File: src/rtl/adc_capture_ctrl.sv
module adc_capture_ctrl #(
  parameter int BITS  = 18,
  parameter int NCH   = 8,
  parameter int DIV_W = 8
) (
  input  logic                  clk,
  input  logic                  rst_n,
  input  logic                  start,
  input  logic                  busy,
  input  logic                  sdo_a,
  input  logic                  sdo_b,
  input  logic                  first_flag,
  input  logic                  cfg_single,
  input  logic                  cfg_lane_b,
  input  logic                  cfg_frame_each,
  input  logic [DIV_W-1:0]      cfg_half,
  output logic                  cs_n,
  output logic                  sclk,
  output logic                  done,
  output logic                  align_err,
  output logic                  corrupt,
  output logic [NCH*BITS-1:0]   ch_data
);
  localparam int HALF_CH = NCH / 2;
  localparam int SW = $clog2(NCH + 1);
  localparam int IW = $clog2(NCH);
  localparam int BW = $clog2(BITS);

  typedef enum logic [2:0] {S_IDLE, S_SETUP, S_LOW, S_HIGH, S_GAP, S_REST} st_t;

  st_t              st;
  logic [DIV_W-1:0] half_q, cnt;
  logic             single_q, laneb_q, frame_q, busy_q, err_q;
  logic [BW-1:0]    bitc;
  logic [SW-1:0]    slot;
  logic [BITS-1:0]  sh_a, sh_b;
  logic [BITS-1:0]  stage [NCH];

  wire             tick     = (cnt == half_q - 1'b1);
  wire             bfall    = busy_q & ~busy;
  wire [SW-1:0]    nslots   = single_q ? SW'(NCH) : SW'(HALF_CH);
  wire             slot_end = (bitc == '0) && (slot != '0);
  wire             last     = (slot == nslots);
  wire             do_samp  = tick && (st == S_SETUP ||
                              (st == S_HIGH && !(slot_end && (last || frame_q))));
  wire             in_a     = (single_q && laneb_q) ? sdo_b : sdo_a;
  wire [BITS-1:0]  word_a   = {sh_a[BITS-2:0], in_a};
  wire [BITS-1:0]  word_b   = {sh_b[BITS-2:0], sdo_b};
  wire             word_end = (bitc == BW'(BITS - 1));
  wire [SW:0]      rsum     = {1'b0, slot} + (SW+1)'(HALF_CH);
  wire [IW-1:0]    rot      = IW'((rsum >= (SW+1)'(NCH)) ? rsum - (SW+1)'(NCH) : rsum);
  wire [IW-1:0]    idx_a    = (single_q && laneb_q) ? rot : IW'(slot);
  wire [IW-1:0]    idx_b    = IW'(slot + SW'(HALF_CH));

  always_ff @(posedge clk or negedge rst_n) begin
    if (!rst_n) begin
      st <= S_IDLE; cs_n <= 1'b1; sclk <= 1'b1; done <= 1'b0; corrupt <= 1'b0;
      align_err <= 1'b0; err_q <= 1'b0; busy_q <= 1'b0; cnt <= '0;
      half_q <= DIV_W'(1); single_q <= 1'b0; laneb_q <= 1'b0; frame_q <= 1'b0;
      bitc <= '0; slot <= '0; sh_a <= '0; sh_b <= '0; ch_data <= '0;
      for (int i = 0; i < NCH; i++) stage[i] <= '0;
    end else begin
      busy_q  <= busy;
      done    <= 1'b0;
      corrupt <= 1'b0;
      if (st != S_IDLE) cnt <= tick ? '0 : cnt + 1'b1;
      if (st != S_IDLE && bfall) begin
        st <= S_REST; cs_n <= 1'b1; sclk <= 1'b1; cnt <= '0; corrupt <= 1'b1;
      end else begin
        if (do_samp) begin
          st <= S_LOW; sclk <= 1'b0;
          sh_a <= word_a; sh_b <= word_b;
          if (first_flag != (slot == '0)) err_q <= 1'b1;
          if (word_end) begin
            bitc <= '0;
            slot <= slot + 1'b1;
            stage[idx_a] <= word_a;
            if (!single_q) stage[idx_b] <= word_b;
          end else begin
            bitc <= bitc + 1'b1;
          end
        end
        case (st)
          S_IDLE: if (start) begin
            half_q   <= (cfg_half == '0) ? DIV_W'(1) : cfg_half;
            single_q <= cfg_single; laneb_q <= cfg_lane_b; frame_q <= cfg_frame_each;
            st <= S_SETUP; cs_n <= 1'b0; cnt <= '0;
            bitc <= '0; slot <= '0; err_q <= 1'b0;
          end
          S_REST: if (tick) begin
            st <= S_SETUP; cs_n <= 1'b0; bitc <= '0; slot <= '0; err_q <= 1'b0;
          end
          S_GAP: if (tick) begin
            st <= S_SETUP; cs_n <= 1'b0;
          end
          S_LOW: if (tick) begin
            st <= S_HIGH; sclk <= 1'b1;
          end
          S_HIGH: if (tick && slot_end && last) begin
            st <= S_IDLE; cs_n <= 1'b1; done <= 1'b1; align_err <= err_q;
            for (int i = 0; i < NCH; i++) ch_data[i*BITS +: BITS] <= stage[i];
          end else if (tick && slot_end && frame_q) begin
            st <= S_GAP; cs_n <= 1'b1;
          end
          default: ;
        endcase
      end
    end
  end
endmodule


File: config.mk
export PLATFORM = sky130hd
export DESIGN_NAME = adc_capture_ctrl
export DESIGN_NICKNAME = d
export VERILOG_FILES = /design/src/rtl/adc_capture_ctrl.sv
export SDC_FILE = /design/constraint.sdc
export NUM_CORES = 1
export LEC_CHECK = 0
export ABC_CLOCK_PERIOD_IN_PS = 6300
export BUFFER_PORTS_ARGS = -buffer_cell sky130_fd_sc_hd__buf_2
export CAP_MARGIN = 20
export CORE_UTILIZATION = 43
export CTS_BUF_LIST = sky130_fd_sc_hd__clkbuf_16
export CTS_CLUSTER_SIZE = 8
export DETAILED_ROUTE_END_ITERATION = 7
export PLACE_DENSITY = 0.62
export SYNTH_ARGS = -nofsm -noshare
export SYNTH_HDL_FRONTEND = slang
export SYNTH_SLANG_ARGS = --single-unit
File: constraint.sdc
create_clock -name clk -period 6.3 [get_ports clk]
set_input_delay 1.26 -clock clk [delete_from_list [all_inputs] [get_ports clk]]
set_output_delay 1.26 -clock clk [all_outputs]
set_load 0.01 [all_outputs]
# Word level (Yosys, flattened, before mapping)
# Index checks and enable logic that the tools add are counted.
[classes]
addsub = 7
n_lt_le_gt_ge = 5
eq_ne = 12
mux = 54
bitwise_logic = 5
n_reduce_logical = 27
[op_table]
columns = ["op", "count"]
rows = [
  ["144-bit bitwise mux", 2],
  ["144-bit 2-to-1 mux", 1],
  ["18-bit demux with 3-bit select", 2],
  ["8-bit 2-to-1 mux", 6],
  ["18-bit 2-to-1 mux", 2],
  ["3-bit 2-to-1 mux", 9],
  ["4-bit 2-to-1 mux", 5],
  ["5-bit 2-to-1 mux", 4],
  ["1-bit 2-to-1 mux", 18],
  ["3-bit one-hot mux with 4 select lines", 1],
  ["1-bit logical AND", 11],
  ["5-bit one-hot mux with 2 select lines", 1],
  ["3-bit AND reduction", 3],
  ["8-bit by 1-bit adder with 8-bit output (second input constant)", 1],
  ["8-bit == test", 1],
  ["4-bit greater-or-equal comparator (second input constant)", 2],
  ["8-bit logical NOT", 1],
  ["4-bit by 1-bit < comparator with 1-bit output (second input constant)", 2],
  ["3-bit NOT with 4-bit output", 2],
  ["4-bit one-hot mux with 2 select lines", 1],
  ["4-bit nonzero test", 2],
  ["8-bit by 1-bit subtractor with 8-bit output (second input constant)", 1],
  ["3-bit by 2-bit == test with 1-bit output (second input constant)", 2],
  ["3-bit == test (second input constant)", 2],
  ["other kinds (26)", 28],
]
[totals]
register_bits = 360
inputBits = 18
output_inout_bits = 149
wordCells = 136

# Logic depth before layout (Yosys ltp)
[depth]
word_depth = 13
ltp_mapped = 13
ltp_nobuf = 9

# Worst setup path after synthesis
# Ideal clock, no wire load.
[synth_timing]
kind = "register to register"
from = "reg half_q[0]"
to = "reg ch_data[24]"
arrival_time_ns = 2.903
required_time_ns = 6.175
setup_slack_ns = 3.272
stages_incl_launch_ff = 11
path_buffers = 2
period_less_slack_ns = 3.028
path_cell_list = "dfstp_2 > inv_1 > ha_1 > maj3_1 > a2bb2oi_1 > nor4_4 > nand2_1 > nor3_2 > buf_4 > buf_6 > mux2_2"
[synth_between]
elab_chain_cells = 5
[synth_rtl]
columns = ["element", "line", "text"]
rows = [
  ["start: declaration", "32", "logic [DIV_W-1:0] half_q, cnt;"],
  ["start signal: assignment", "85", "half_q <= (cfg_half == '0) ? DIV_W'(1) : cfg_half;"],
  ["8-bit by 1-bit subtractor with 8-bit output", "39", "wire tick = (cnt == half_q - 1'b1);"],
  ["8-bit == test", "39", ""],
  ["1-bit logical AND (2 in a row)", "99", "S_HIGH: if (tick && slot_end && last) begin"],
  ["3-bit AND reduction (no line)", "-", ""],
  ["end signal: assignment", "60", "bitc <= '0; slot <= '0; sh_a <= '0; sh_b <= '0; ch_data <= '0;"],
  ["end: declaration", "22", "output logic [NCH*BITS-1:0] ch_data"],
]
# Every way passes these cells.
# A chain may end at the register's enable or synchronous reset.

# Final worst setup path
[layout_timing]
from = "reg half_q[0]"
to = "reg stage[44] (netlist bit)"
[layout_between]
elab_chain_cells = 4
[layout_rtl]
columns = ["element", "line", "text"]
rows = [
  ["8-bit by 1-bit subtractor with 8-bit output", "39", ""],
  ["8-bit == test", "39", ""],
  ["1-bit logical AND", "44", "wire do_samp = tick && (st == S_SETUP ||"],
  ["3-bit AND reduction (no line)", "-", ""],
  ["end signal: indexed assignment", "77", "stage[idx_a] <= word_a;"],
  ["end signal: indexed assignment", "78", "if (!single_q) stage[idx_b] <= word_b;"],
  ["end: declaration", "37", "logic [BITS-1:0] stage [NCH];"],
]
# Every way passes these cells.

==> run summary <==
Vias = 10300
PD cells = 292 nW/µm²
First-pass GRT wire length = 60.5 mm
Row count = 68
DR WL met2 = 16.5 mm
Cells after Synth = 1157
Final worst-path cycle share = 0.648
Drt wl/cell = 22.1 µm
Initial Util = 0.440
Mapped Area = 15300 µm²
DIE WIDTH = 190 µm
Crit path from = half_q[0]
Area of the multi-input gates = 5640 µm²
Final #Nets = 1298
Largest family of logic cells by synthesized area = compound AO/OA/AOI/OAI gates
Congestion Overflow GR = 0
Core box area = 34700 µm²
Min cycle time layout = 4.08 ns
Drt first pass iters = 5
Total track usage = 0.213
Maxcap violations = 0
Xor/xnor share of the synthesized area = 0.0109
Max-slew headroom = 0.254
Syn_area_per_cell = 13.2 µm²
DRT iter0 DRCs = 794
Fill cell total of the finished layout = 3079
Ys Warns = 0
CP max stage cell = nor4_4
Hold Violations, Final = 0
CP endpoint kind = flop
H-tree Lvls = 2
Setup Skew = 0.0301 ns
Die height = 190 µm
LEAKAGE = 8.91 nW
CTS tree = built
Synth Register Bits = 360
Post-synth net total = 1182
Unrepaired setup endpoints after global routing = no
Cell mode on critical path = a2bb2oi_1
Top FF cell, synth = dfrtp_1
Cts repair resizes = 0
Metal-1 WL = 18.7 mm
Reg2Reg Launch Point = half_q[0]
Clock insertion delay at the later pin of the skew report = 0.56 ns
WHS = 0.479 ns
Layout cell share with drive strength beyond 1 = 0.331
WL met3 = 2.66 mm
Final cell count without fillers = 1736
Critical path startpoint category = flop
Post-synth EDFFs = 0
Post-CTS Setup Bufs = 0
Clk pin slew, worst setup/hold paths = 0.05 ns
Worst Path Arrival = 4.53 ns
Hpwl dp = 24.1 mm
Post-Route WL = 38.4 mm
Compound-Gate Fraction of Synth Area = 0.173
Peak VDD IR = 193 µV
Dpl ws = 2.05 ns
Synth Area in Simple Gates = 0.0393
Antenna cell count = 0
Vias in the first global route = 10200
GPL Wtd Cong = 0.803
TritonCTS Buffers = 50
Fin worst setup slack = 2.22 ns
Clock root cell = clkbuf_16
Setup TNS = 0 ns
IO Port Bufs = 166
Slew @ Worst Pin = 1.12 ns
Sinks on Clock Net = 360
Via density = 5.95
Most frequent cells in the layout = dfrtp_1 (357), mux2_2 (179), buf_2 (165), o22ai_1 (147), a2bb2oi_1 (145)
Sequential Area = 9010 µm²
Commonest non-fill, non-tap cell in the layout = dfrtp_1
Die area = 36300 µm²
DRC = 0
Synthesis-to-layout area growth = 14.9%
CP required = 6.75 ns
Fmax = 0.245 GHz
Initial antenna violation count = 0
Clk buf depth = 3
Sequential share of the synthesized area = 0.590
Multiplexer area fraction after synthesis = 0.139
Min-delay src = ch_data[117]
Synth cell types = 62
Final count of pins violating max slew = 0
Hold bufs inserted after CTS = 0
Post-route ant nets = 0
Largest stage delay on the critical path = 0.56 ns
Final number of setup-violating endpoints = 0
Post-Place Cells = 1675
Top-level I/O count = 167
Largest net degree at the start of global routing = 147
Post-Synth Adder-Cell Area = 0.00639
Crit Path Class = reg2reg
HP Class = reg2reg
Post-synth ARST share = 1.00
Status = complete, no violations
Top sig layer = met4
Critical path fanouts, max = 26
Crit path cell chain = inv_1 -> ha_1 -> maj3_1 -> a2bb2oi_1 -> nor4_4 -> nand4_4 -> buf_4 -> a211oi_2 -> buf_6 -> a2bb2oi_1
[final timing paths]
| path | end | slack (ns) | cells after the start |
|---|---|---|---|
| min in group asynchronous | ch_data[38] | 0.76 | 1 |
| min reg2reg | ch_data[117] | 0.48 | 1 |
| max in group asynchronous | stage[70] | 4.29 | 2 |
| max | stage[44] | 2.22 | 10 |
| min | ch_data[117] | 0.48 | 1 |
| max reg2reg | stage[44] | 2.22 | 10 |
[metal layers]
metal	global-route usage	up-vias
li1	-	4619
met4	0.0474	0
met5	0	-
met3	0.0394	61
met1	0.337	5219
met2	0.299	424
[per-stage QoR]
step	util	total power, mW	cell area [µm²]
finish	0.505	5.13	17500
CTS	0.505	5.19	17500
floorplan	-	2.70	15300
global placement	0.467	2.82	16200
global route	0.505	5.34	17500
detailed placement	0.467	2.83	16200
[cell families after synthesis]
family / after synthesis
DFF: 360
AOI/OAI and AO/OA: 346
muxes: 188
buffers and inverters: 124
and+or+nand+nor: 112
xor gates and xnor gates: 19
adders and majority gates: 8
[report_power, final]
part / switching, mW / total (mW) / internal, mW
Clock: 0.937 / 2.33 / 1.40
Sequential: 0.0760 / 2.45 / 2.37
Combinational: 0.224 / 0.352 / 0.128
[registers in the layout (all words and copies together) (netlist names)]
| signal | count |
|---|---|
| bitc | 5 |
| single_q | 1 |
| cnt | 8 |
| sh_a | 17 |
| stage | 144 |
| cs_n | 1 |
| half_q | 8 |
| sclk | 1 |
| frame_q | 1 |
| sh_b | 17 |
| slot | 4 |
| done | 1 |
| laneb_q | 1 |
| err_q | 1 |
| st | 3 |
| align_err | 1 |
| corrupt | 1 |
| busy_q | 1 |
| ch_data | 144 |
[layout make-up]
class,instances,share of cell area
Clock buffer,50,0.0713
Multi-Input combinational cell,673,0.322
Tap cell,455,0.0325
Inverter,13,0.00278
Timing Repair Buffer,175,0.0543
Clock inverter,10,0.00378
Sequential cell,360,0.514
[worst max-delay path, delay by kind of cell (launching register included)]
| kind | cells | cell delay, ns |
|---|---|---|
| compound gates | 3 | 0.95 |
| fa+ha+maj | 2 | 0.63 |
| buf+inv | 3 | 0.75 |
| flops | 1 | 0.55 |
| simple gates | 2 | 1.09 |
[Yosys cell counts (2+ instances only)]
cell       instances  area [µm²]
nand4_1            7        43.8
and2_1             4        25.0
mux2_2           179        2020
nand2_1           34         128
a41oi_1            3        26.3
dfrtp_1          357        8930
xnor2_1            9        78.8
nor2_1            21        78.8
nand3_1           10        50.1
a211oi_4           5         100
a21oi_1            5        25.0
inv_1             13        48.8
buf_2             15        75.1
o211ai_1           3        22.5
a211o_1            2        17.5
clkbuf_1          37         139
nor3b_1            2        15.0
buf_4              6        45.0
o21ai_0           10        50.1
mux2_1             9         101
o21a_1             2        15.0
a2bb2oi_1        145        1270
nor4_1             2        12.5
or2_2              2        12.5
nor2b_1            5        31.3
o22ai_1          147         920
a21o_1             4        30.0
a31oi_1            5        31.3
buf_6             16         180
a211oi_1           2        15.0
a211oi_2           3        37.5
dfstp_2            3        78.8
buf_1             37         139
ha_1               7        87.6
and3_1             5        31.3
xor2_1            10        87.6
nor3_1             6        30.0
No activity file was read; power rests on OpenSTA's default activity.
